`config.mk`:
```
export PLATFORM = sky130hd
export DESIGN_NAME = gpio_port
export DESIGN_NICKNAME = d
export VERILOG_FILES = /design/src/rtl/gpio_port_pkg.sv /design/src/rtl/gpio_sync.sv /design/src/rtl/gpio_irq_detect.sv /design/src/rtl/gpio_port.sv
export SDC_FILE = /design/constraint.sdc
export NUM_CORES = 1
export LEC_CHECK = 0
export ABC_AREA = 1
export BUFFER_PORTS_ARGS = -buffer_cell sky130_fd_sc_hd__buf_2
export CORE_MARGIN = 5
export CORE_UTILIZATION = 40
export DETAILED_ROUTE_END_ITERATION = 8
export HOLD_SLACK_MARGIN = 0.1
export SLEW_MARGIN = 20
export SYNTH_ARGS = -nofsm -noshare
export SYNTH_HDL_FRONTEND = slang
export SYNTH_HIERARCHICAL = 1
export SYNTH_SLANG_ARGS = --single-unit
```
`constraint.sdc`:
```
create_clock -name clk -period 3.9 [get_ports clk]
set_clock_uncertainty 0.1 [all_clocks]
set_input_delay 0.39 -clock clk [delete_from_list [all_inputs] [get_ports clk]]
set_output_delay 0.39 -clock clk [all_outputs]
set_load 0.05 [all_outputs]
```
`src/rtl/gpio_port_pkg.sv`:
```
package gpio_port_pkg;

    localparam int ADDR_W = 8;

    // Register byte offsets (software decodes these)
    localparam logic [ADDR_W-1:0] OFF_DOUT   = 8'h00;
    localparam logic [ADDR_W-1:0] OFF_DIN    = 8'h04;
    localparam logic [ADDR_W-1:0] OFF_DIR    = 8'h08;
    localparam logic [ADDR_W-1:0] OFF_SET    = 8'h10;
    localparam logic [ADDR_W-1:0] OFF_CLR    = 8'h14;
    localparam logic [ADDR_W-1:0] OFF_PULLEN = 8'h18;
    localparam logic [ADDR_W-1:0] OFF_PULLTY = 8'h1C;
    localparam logic [ADDR_W-1:0] OFF_IEN    = 8'h20;
    localparam logic [ADDR_W-1:0] OFF_ISTAT  = 8'h24;
    localparam logic [ADDR_W-1:0] OFF_IMASK  = 8'h2C;
    localparam logic [ADDR_W-1:0] OFF_IACK   = 8'h30;
    localparam logic [ADDR_W-1:0] OFF_ITYPE  = 8'h34;
    localparam logic [ADDR_W-1:0] OFF_IBOTH  = 8'h38;
    localparam logic [ADDR_W-1:0] OFF_IPOL   = 8'h3C;
    localparam logic [ADDR_W-1:0] OFF_DBEN   = 8'h40;
    localparam logic [ADDR_W-1:0] OFF_DBPRE  = 8'h44;

    // Per-pin trigger selection
    typedef struct packed {
        logic lvl;   // 1: level sensitive, 0: edge sensitive
        logic low;   // 1: low level / falling edge
        logic both;  // edge mode only: any transition
    } trig_cfg_t;

    // Qualified trigger condition for one pin from current and previous sample
    function automatic logic trig_hit(trig_cfg_t cfg, logic cur, logic prv);
        logic r;
        if (cfg.lvl)
            r = cur ^ cfg.low;
        else if (cfg.both)
            r = cur ^ prv;
        else if (cfg.low)
            r = prv & ~cur;
        else
            r = cur & ~prv;
        return r;
    endfunction

endpackage

```
`src/rtl/gpio_sync.sv`:
```
module gpio_sync #(
    parameter int W = 32
) (
    input  logic         clk,
    input  logic         rst,
    input  logic [W-1:0] async_in,
    output logic [W-1:0] sync_out
);
    logic [W-1:0] stage1;
    logic [W-1:0] stage2;

    always_ff @(posedge clk) begin
        if (rst) begin
            stage1 <= '0;
            stage2 <= '0;
        end else begin
            stage1 <= async_in;
            stage2 <= stage1;
        end
    end

    assign sync_out = stage2;
endmodule

```
`src/rtl/gpio_irq_detect.sv`:
```
module gpio_irq_detect
    import gpio_port_pkg::*;
#(
    parameter int N = 32
) (
    input  logic         clk,
    input  logic         rst,
    input  logic [N-1:0] cur,
    input  logic [N-1:0] enable,
    input  logic [N-1:0] lvl_sel,
    input  logic [N-1:0] low_sel,
    input  logic [N-1:0] both_sel,
    input  logic [N-1:0] ack,
    output logic [N-1:0] status
);
    logic [N-1:0] prv;
    logic [N-1:0] held;
    logic [N-1:0] evt;
    logic [N-1:0] lvl_live;

    for (genvar i = 0; i < N; i++) begin : g_pin
        trig_cfg_t cfg;
        logic      hit;
        assign cfg         = '{lvl: lvl_sel[i], low: low_sel[i], both: both_sel[i]};
        assign hit         = trig_hit(cfg, cur[i], prv[i]);
        assign evt[i]      = enable[i] & ~lvl_sel[i] & hit;
        assign lvl_live[i] = enable[i] &  lvl_sel[i] & hit;
        assign status[i]   = lvl_sel[i] ? lvl_live[i] : held[i];
    end

    always_ff @(posedge clk) begin
        if (rst) begin
            prv  <= '0;
            held <= '0;
        end else begin
            prv  <= cur;
            held <= (held & ~ack) | evt;
        end
    end

    // acknowledged bit without a concurrent event is gone next cycle
    assert_ack_clears_R9: assert property (@(posedge clk) disable iff (rst)
        1'b1 |=> ((held & $past(ack & ~evt)) == '0));

    // a latched bit can only appear on a pin that was enabled
    assert_disabled_quiet_R10: assert property (@(posedge clk) disable iff (rst)
        1'b1 |=> ((held & ~$past(held) & ~$past(enable)) == '0));

endmodule

```
`src/rtl/gpio_port.sv`:
```
module gpio_port
    import gpio_port_pkg::*;
#(
    parameter int N_PINS = 32
) (
    input  logic              clk,
    input  logic              rst,
    input  logic              bus_wr,
    input  logic [ADDR_W-1:0] bus_addr,
    input  logic [N_PINS-1:0] bus_wdata,
    output logic [N_PINS-1:0] bus_rdata,
    input  logic [N_PINS-1:0] pin_in,
    output logic [N_PINS-1:0] pin_out,
    output logic [N_PINS-1:0] pin_oe,
    output logic              irq
);
    typedef struct packed {
        logic [N_PINS-1:0] dout;
        logic [N_PINS-1:0] dir;
        logic [N_PINS-1:0] pull_en;
        logic [N_PINS-1:0] pull_ty;
        logic [N_PINS-1:0] ien;
        logic [N_PINS-1:0] imask;
        logic [N_PINS-1:0] itype;
        logic [N_PINS-1:0] iboth;
        logic [N_PINS-1:0] ipol;
        logic [N_PINS-1:0] db_en;
        logic [N_PINS-1:0] db_pre;
    } regs_t;

    regs_t             rf;
    regs_t             rf_nxt;
    logic [N_PINS-1:0] din_sync;
    logic [N_PINS-1:0] istat;
    logic [N_PINS-1:0] ack_bits;

    gpio_sync #(.W(N_PINS)) u_sync (
        .clk      (clk),
        .rst      (rst),
        .async_in (pin_in),
        .sync_out (din_sync)
    );

    assign ack_bits = (bus_wr && bus_addr == OFF_IACK) ? bus_wdata : '0;

    gpio_irq_detect #(.N(N_PINS)) u_det (
        .clk      (clk),
        .rst      (rst),
        .cur      (din_sync),
        .enable   (rf.ien),
        .lvl_sel  (rf.itype),
        .low_sel  (rf.ipol),
        .both_sel (rf.iboth),
        .ack      (ack_bits),
        .status   (istat)
    );

    always_comb begin
        rf_nxt = rf;
        if (bus_wr) begin
            case (bus_addr)
                OFF_DOUT:   rf_nxt.dout    = bus_wdata;
                OFF_SET:    rf_nxt.dout    = rf.dout | bus_wdata;
                OFF_CLR:    rf_nxt.dout    = rf.dout & ~bus_wdata;
                OFF_DIR:    rf_nxt.dir     = bus_wdata;
                OFF_PULLEN: rf_nxt.pull_en = bus_wdata;
                OFF_PULLTY: rf_nxt.pull_ty = bus_wdata;
                OFF_IEN:    rf_nxt.ien     = bus_wdata;
                OFF_IMASK:  rf_nxt.imask   = bus_wdata;
                OFF_ITYPE:  rf_nxt.itype   = bus_wdata;
                OFF_IBOTH:  rf_nxt.iboth   = bus_wdata;
                OFF_IPOL:   rf_nxt.ipol    = bus_wdata;
                OFF_DBEN:   rf_nxt.db_en   = bus_wdata;
                OFF_DBPRE:  rf_nxt.db_pre  = bus_wdata;
                default:    ;
            endcase
        end
    end

    always_ff @(posedge clk) begin
        if (rst) rf <= '0;
        else     rf <= rf_nxt;
    end

    always_comb begin
        case (bus_addr)
            OFF_DOUT:   bus_rdata = rf.dout;
            OFF_DIN:    bus_rdata = din_sync;
            OFF_DIR:    bus_rdata = rf.dir;
            OFF_PULLEN: bus_rdata = rf.pull_en;
            OFF_PULLTY: bus_rdata = rf.pull_ty;
            OFF_IEN:    bus_rdata = rf.ien;
            OFF_ISTAT:  bus_rdata = istat;
            OFF_IMASK:  bus_rdata = rf.imask;
            OFF_ITYPE:  bus_rdata = rf.itype;
            OFF_IBOTH:  bus_rdata = rf.iboth;
            OFF_IPOL:   bus_rdata = rf.ipol;
            OFF_DBEN:   bus_rdata = rf.db_en;
            OFF_DBPRE:  bus_rdata = rf.db_pre;
            default:    bus_rdata = '0;
        endcase
    end

    assign pin_out = rf.dout;
    assign pin_oe  = rf.dir;
    assign irq     = |(istat & rf.ien & ~rf.imask);

    assert_reset_idle_R1: assert property (@(posedge clk)
        rst |=> (pin_out == '0 && pin_oe == '0));

    assert_dir_follows_R2: assert property (@(posedge clk) disable iff (rst)
        (bus_wr && bus_addr == OFF_DIR) |=> (pin_oe == $past(bus_wdata)));

    assert_set_bits_R3: assert property (@(posedge clk) disable iff (rst)
        (bus_wr && bus_addr == OFF_SET) |=> ((pin_out & $past(bus_wdata)) == $past(bus_wdata)));

    assert_clr_bits_R3: assert property (@(posedge clk) disable iff (rst)
        (bus_wr && bus_addr == OFF_CLR) |=> ((pin_out & $past(bus_wdata)) == '0));

    assert_blocked_irq_R11: assert property (@(posedge clk) disable iff (rst)
        (rf.imask == '1 || rf.ien == '0) |-> !irq);

endmodule

```
==> results by group <==
Clocking
  – CTS tree: built
  – Root Buffer Master: clkbuf_16
  – CTS clk-pin slew, worst paths: 60 ps
  – CTS Buffer Depth: 3
  – Clk sink count: 480
  – Total CTS buffers: 54
  – Worst skew pair latency: 600 ps
  – Post-CTS setup buffers: 0
  – H-tree Lvls: 2

Worst setup path
  – Startpoint types: flop
  – WP data arrival: 2760 ps
  – Crit path from: u_sync/sync_out[31]
  – Reg2Reg Depth: 7
  – CP Class: flop to output pin
  – FF-to-FF Start: u_sync/sync_out[1]
  – Critical Path End Type: output pin
  – Crit path required time: 3410 ps
  – Crit-path max FO: 4

Floorplan
  – Die area: 66100 um2
  – Number of placement rows: 90
  – Die height: 257 um
  – Chip width: 257 um
  – Starting Density: 40.4%
  – Io pins: 172
  – Core Region: 60400 um2

Hold path
  – Hold Crit Depth: 3
  – Worst hold start: bus_wr
  – Worst hold path type: input port to flop

Timing
  – Tmin final: 3250 ps
  – Worst slew pin tran: 858 ps
  – Slew HR: 42.8%
  – Final Hold Violating Endpoints: 0
  – RSZ-0062 raised after global routing: no
  – Sum Neg Setup Slack: 0 ps
  – Final worst-path cycle share: 83.4%
  – Endpoints failing setup: 0
  – Final Max Slew Viols: 0
  – Fmax achieved: 0.308 GHz

Global route
  – Global Route Usage Sum: 25.4%
  – Vias in the first global route: 22066
  – Initial antenna violation count: 7
  – Grt total ovfl: 0
  – Pin count of the biggest net entering global routing: 127
  – First-pass GRT wire length: 133000 um

Detailed routing
  – Drt wl/cell: 19.1 um
  – Post-route ant nets: 0
  – Via density: 5.24
  – DRC: 0
  – Routed wire length: 87800 um
  – DRT Pass-1 Iters: 7
  – Routed via count: 24138
  – DRT iter0 DRCs: 2485

Place
  – Final GP Congestion: 0.850
  – Port buffer count: 171
  – HPWL after DPL: 54700 um

Cells and area
  – Syn-to-layout area delta: 15.0%
  – Register Area: 9610 um2
  – Share of cells above drive strength 1: 11.3%
  – Nets: 3917
  – Fillers: 6251
  – Combined area of the multi-input logic cells: 11800 um2

Pwr
  – Total power: 10.6 mW
  – Power per cell area: 379 nW/um2
  – Leak: 11.7 nW
  – Worst vdd ir: 0.338 mV

Logic synthesis
  – Post-synthesis sequential area ratio: 39.4%
  – Yosys cell types: 31
  – Yosys reg bits: 480
  – Syn_area_per_cell: 6.58 um2
  – Post-Synthesis Cells: 3708
  – Synthesized Nets: 3847
  – Post-Syn Area: 24400 um2
  – Synth warnings: 6

Run status
  – Status: finished, final reports clean

Job
  – Max Cap Viol: 0
==> final timing paths <==
kind | slack, ps | endpoint
setup / recovery | 650 | irq
hold / removal | 200 | rf[251]
setup reg to reg | 2450 | u_det/held[1]
hold reg to reg | 290 | u_sync/sync_out[30]
==> synthesized netlist by cell type, drive strengths merged <==
cell / count / share of area [%]
clkinv: 1 / 0.015
nor2: 399 / 6.3
or2: 32 / 0.82
dfxtp: 480 / 39
o22ai: 38 / 0.97
nand4: 9 / 0.23
a21oi: 385 / 7.9
inv: 437 / 6.7
nand3: 436 / 9.0
clkbuf: 153 / 2.4
o21ai: 302 / 6.2
nor3: 11 / 0.34
nand2: 818 / 13
ha: 64 / 3.3
buf: 141 / 3.8
xnor2: 1 / 0.036
o211a: 1 / 0.041
==> kinds of logic (layout without fill, tap and decap cells) <==
kind of cell             count (synthesis)  after routing  share of synthesized area (%)
buffers and inverters                  732            842                           12.8
AND/OR/NAND/NOR                       1705           1705                           29.3
flip-flops                             480            480                           39.4
adder cells (fa/ha/maj)                 64             64                           3.28
other                                    0              5                              0
XOR/XNOR                                 1              1                         0.0359
AO/OA/AOI/OAI                          726            726                           15.1
==> layer usage <==
metal / routed length (um) / global-route usage, % / vias up / share of wire [%]
met5: 13 / 0 / - / 0.015
met3: 7350 / 4.04 / 168 / 8.4
met2: 38700 / 40.4 / 967 / 44
met4: 3150 / 9.02 / 2 / 3.6
met1: 38500 / 35.3 / 11074 / 44
li1: - / - / 11927 / -
==> cells in the final DEF, fill, tap and decap left out, drive strengths merged <==
cell         Yosys  routed
dlygate4sd3      0      76
o211a            1       1
ha              64      64
nor3            11      11
o21ai          302     302
nand2          818     818
nor2           399     399
inv            437     439
xnor2            1       1
o22ai           38      38
clkbuf         153      79
a21oi          385     385
buf            141     232
dfxtp          480     480
bufinv           0       1
clkinv           1      15
or2             32      32
nand4            9       9
diode            0       5
nand3          436     436
==> power breakdown <==
part / internal (mW) / switching, mW / total [mW] / leakage (nW)
Clock: 2.95 / 2.12 / 5.06 / 0.880
Combinational: 0.183 / 0.408 / 0.591 / 6.96
Sequential: 4.95 / 0.0347 / 4.99 / 3.88
Total: 8.08 / 2.56 / 10.6 / 11.7
==> critical path, cell delays in order (launching register included) <==
cell and delay [ps]:
dfxtp_1 380, inv_1 70, ha_1 190, a21oi_1 120, nand2_1 80, nand3_1 70
nand2_1 60, nand2_1 50, nand2_1 70, nand3_1 140, nand2_1 70, nor2_1 200
nand2_1 160, nor2_1 130, nand2_1 100, buf_2 250
==> registers in the layout, summed over array words and instances, names as in the netlist <==
signal,count
pin_oe,32
pin_out,32
u_det/held,32
u_sync/stage1,32
rf,288
u_sync/sync_out,32
u_det/prv,32
==> final cells by class <==
cell class,instances,share of cell area (%)
timing repair buffer,308,8.23
multi-input combinational,2496,41.9
antenna,5,0.0446
tap,782,3.49
sequential,480,34.2
clock inverter,17,0.428
clock buffer,79,5.80
inverter,438,5.87
==> repair_timing <==
item | in CTS | in global routing
hold buffers | 76 | 0
hold endpoints to repair | 228 | 0
resized for setup | 0 | 0
==> stage by stage <==
step                util (%)  instance area, um2  hold slack (ps)  worst slack (ps)  instances
global route            46.5               28100              181               407       4601
floorplan                  -               24400              288              1650       3708
global placement        42.3               25600              290               965       4428
finish                  46.5               28100              197               649       4605
detailed placement      42.3               25600              293               882       4428
CTS                     46.5               28100              145               636       4600
No activity file was read; power rests on OpenSTA's default activity.
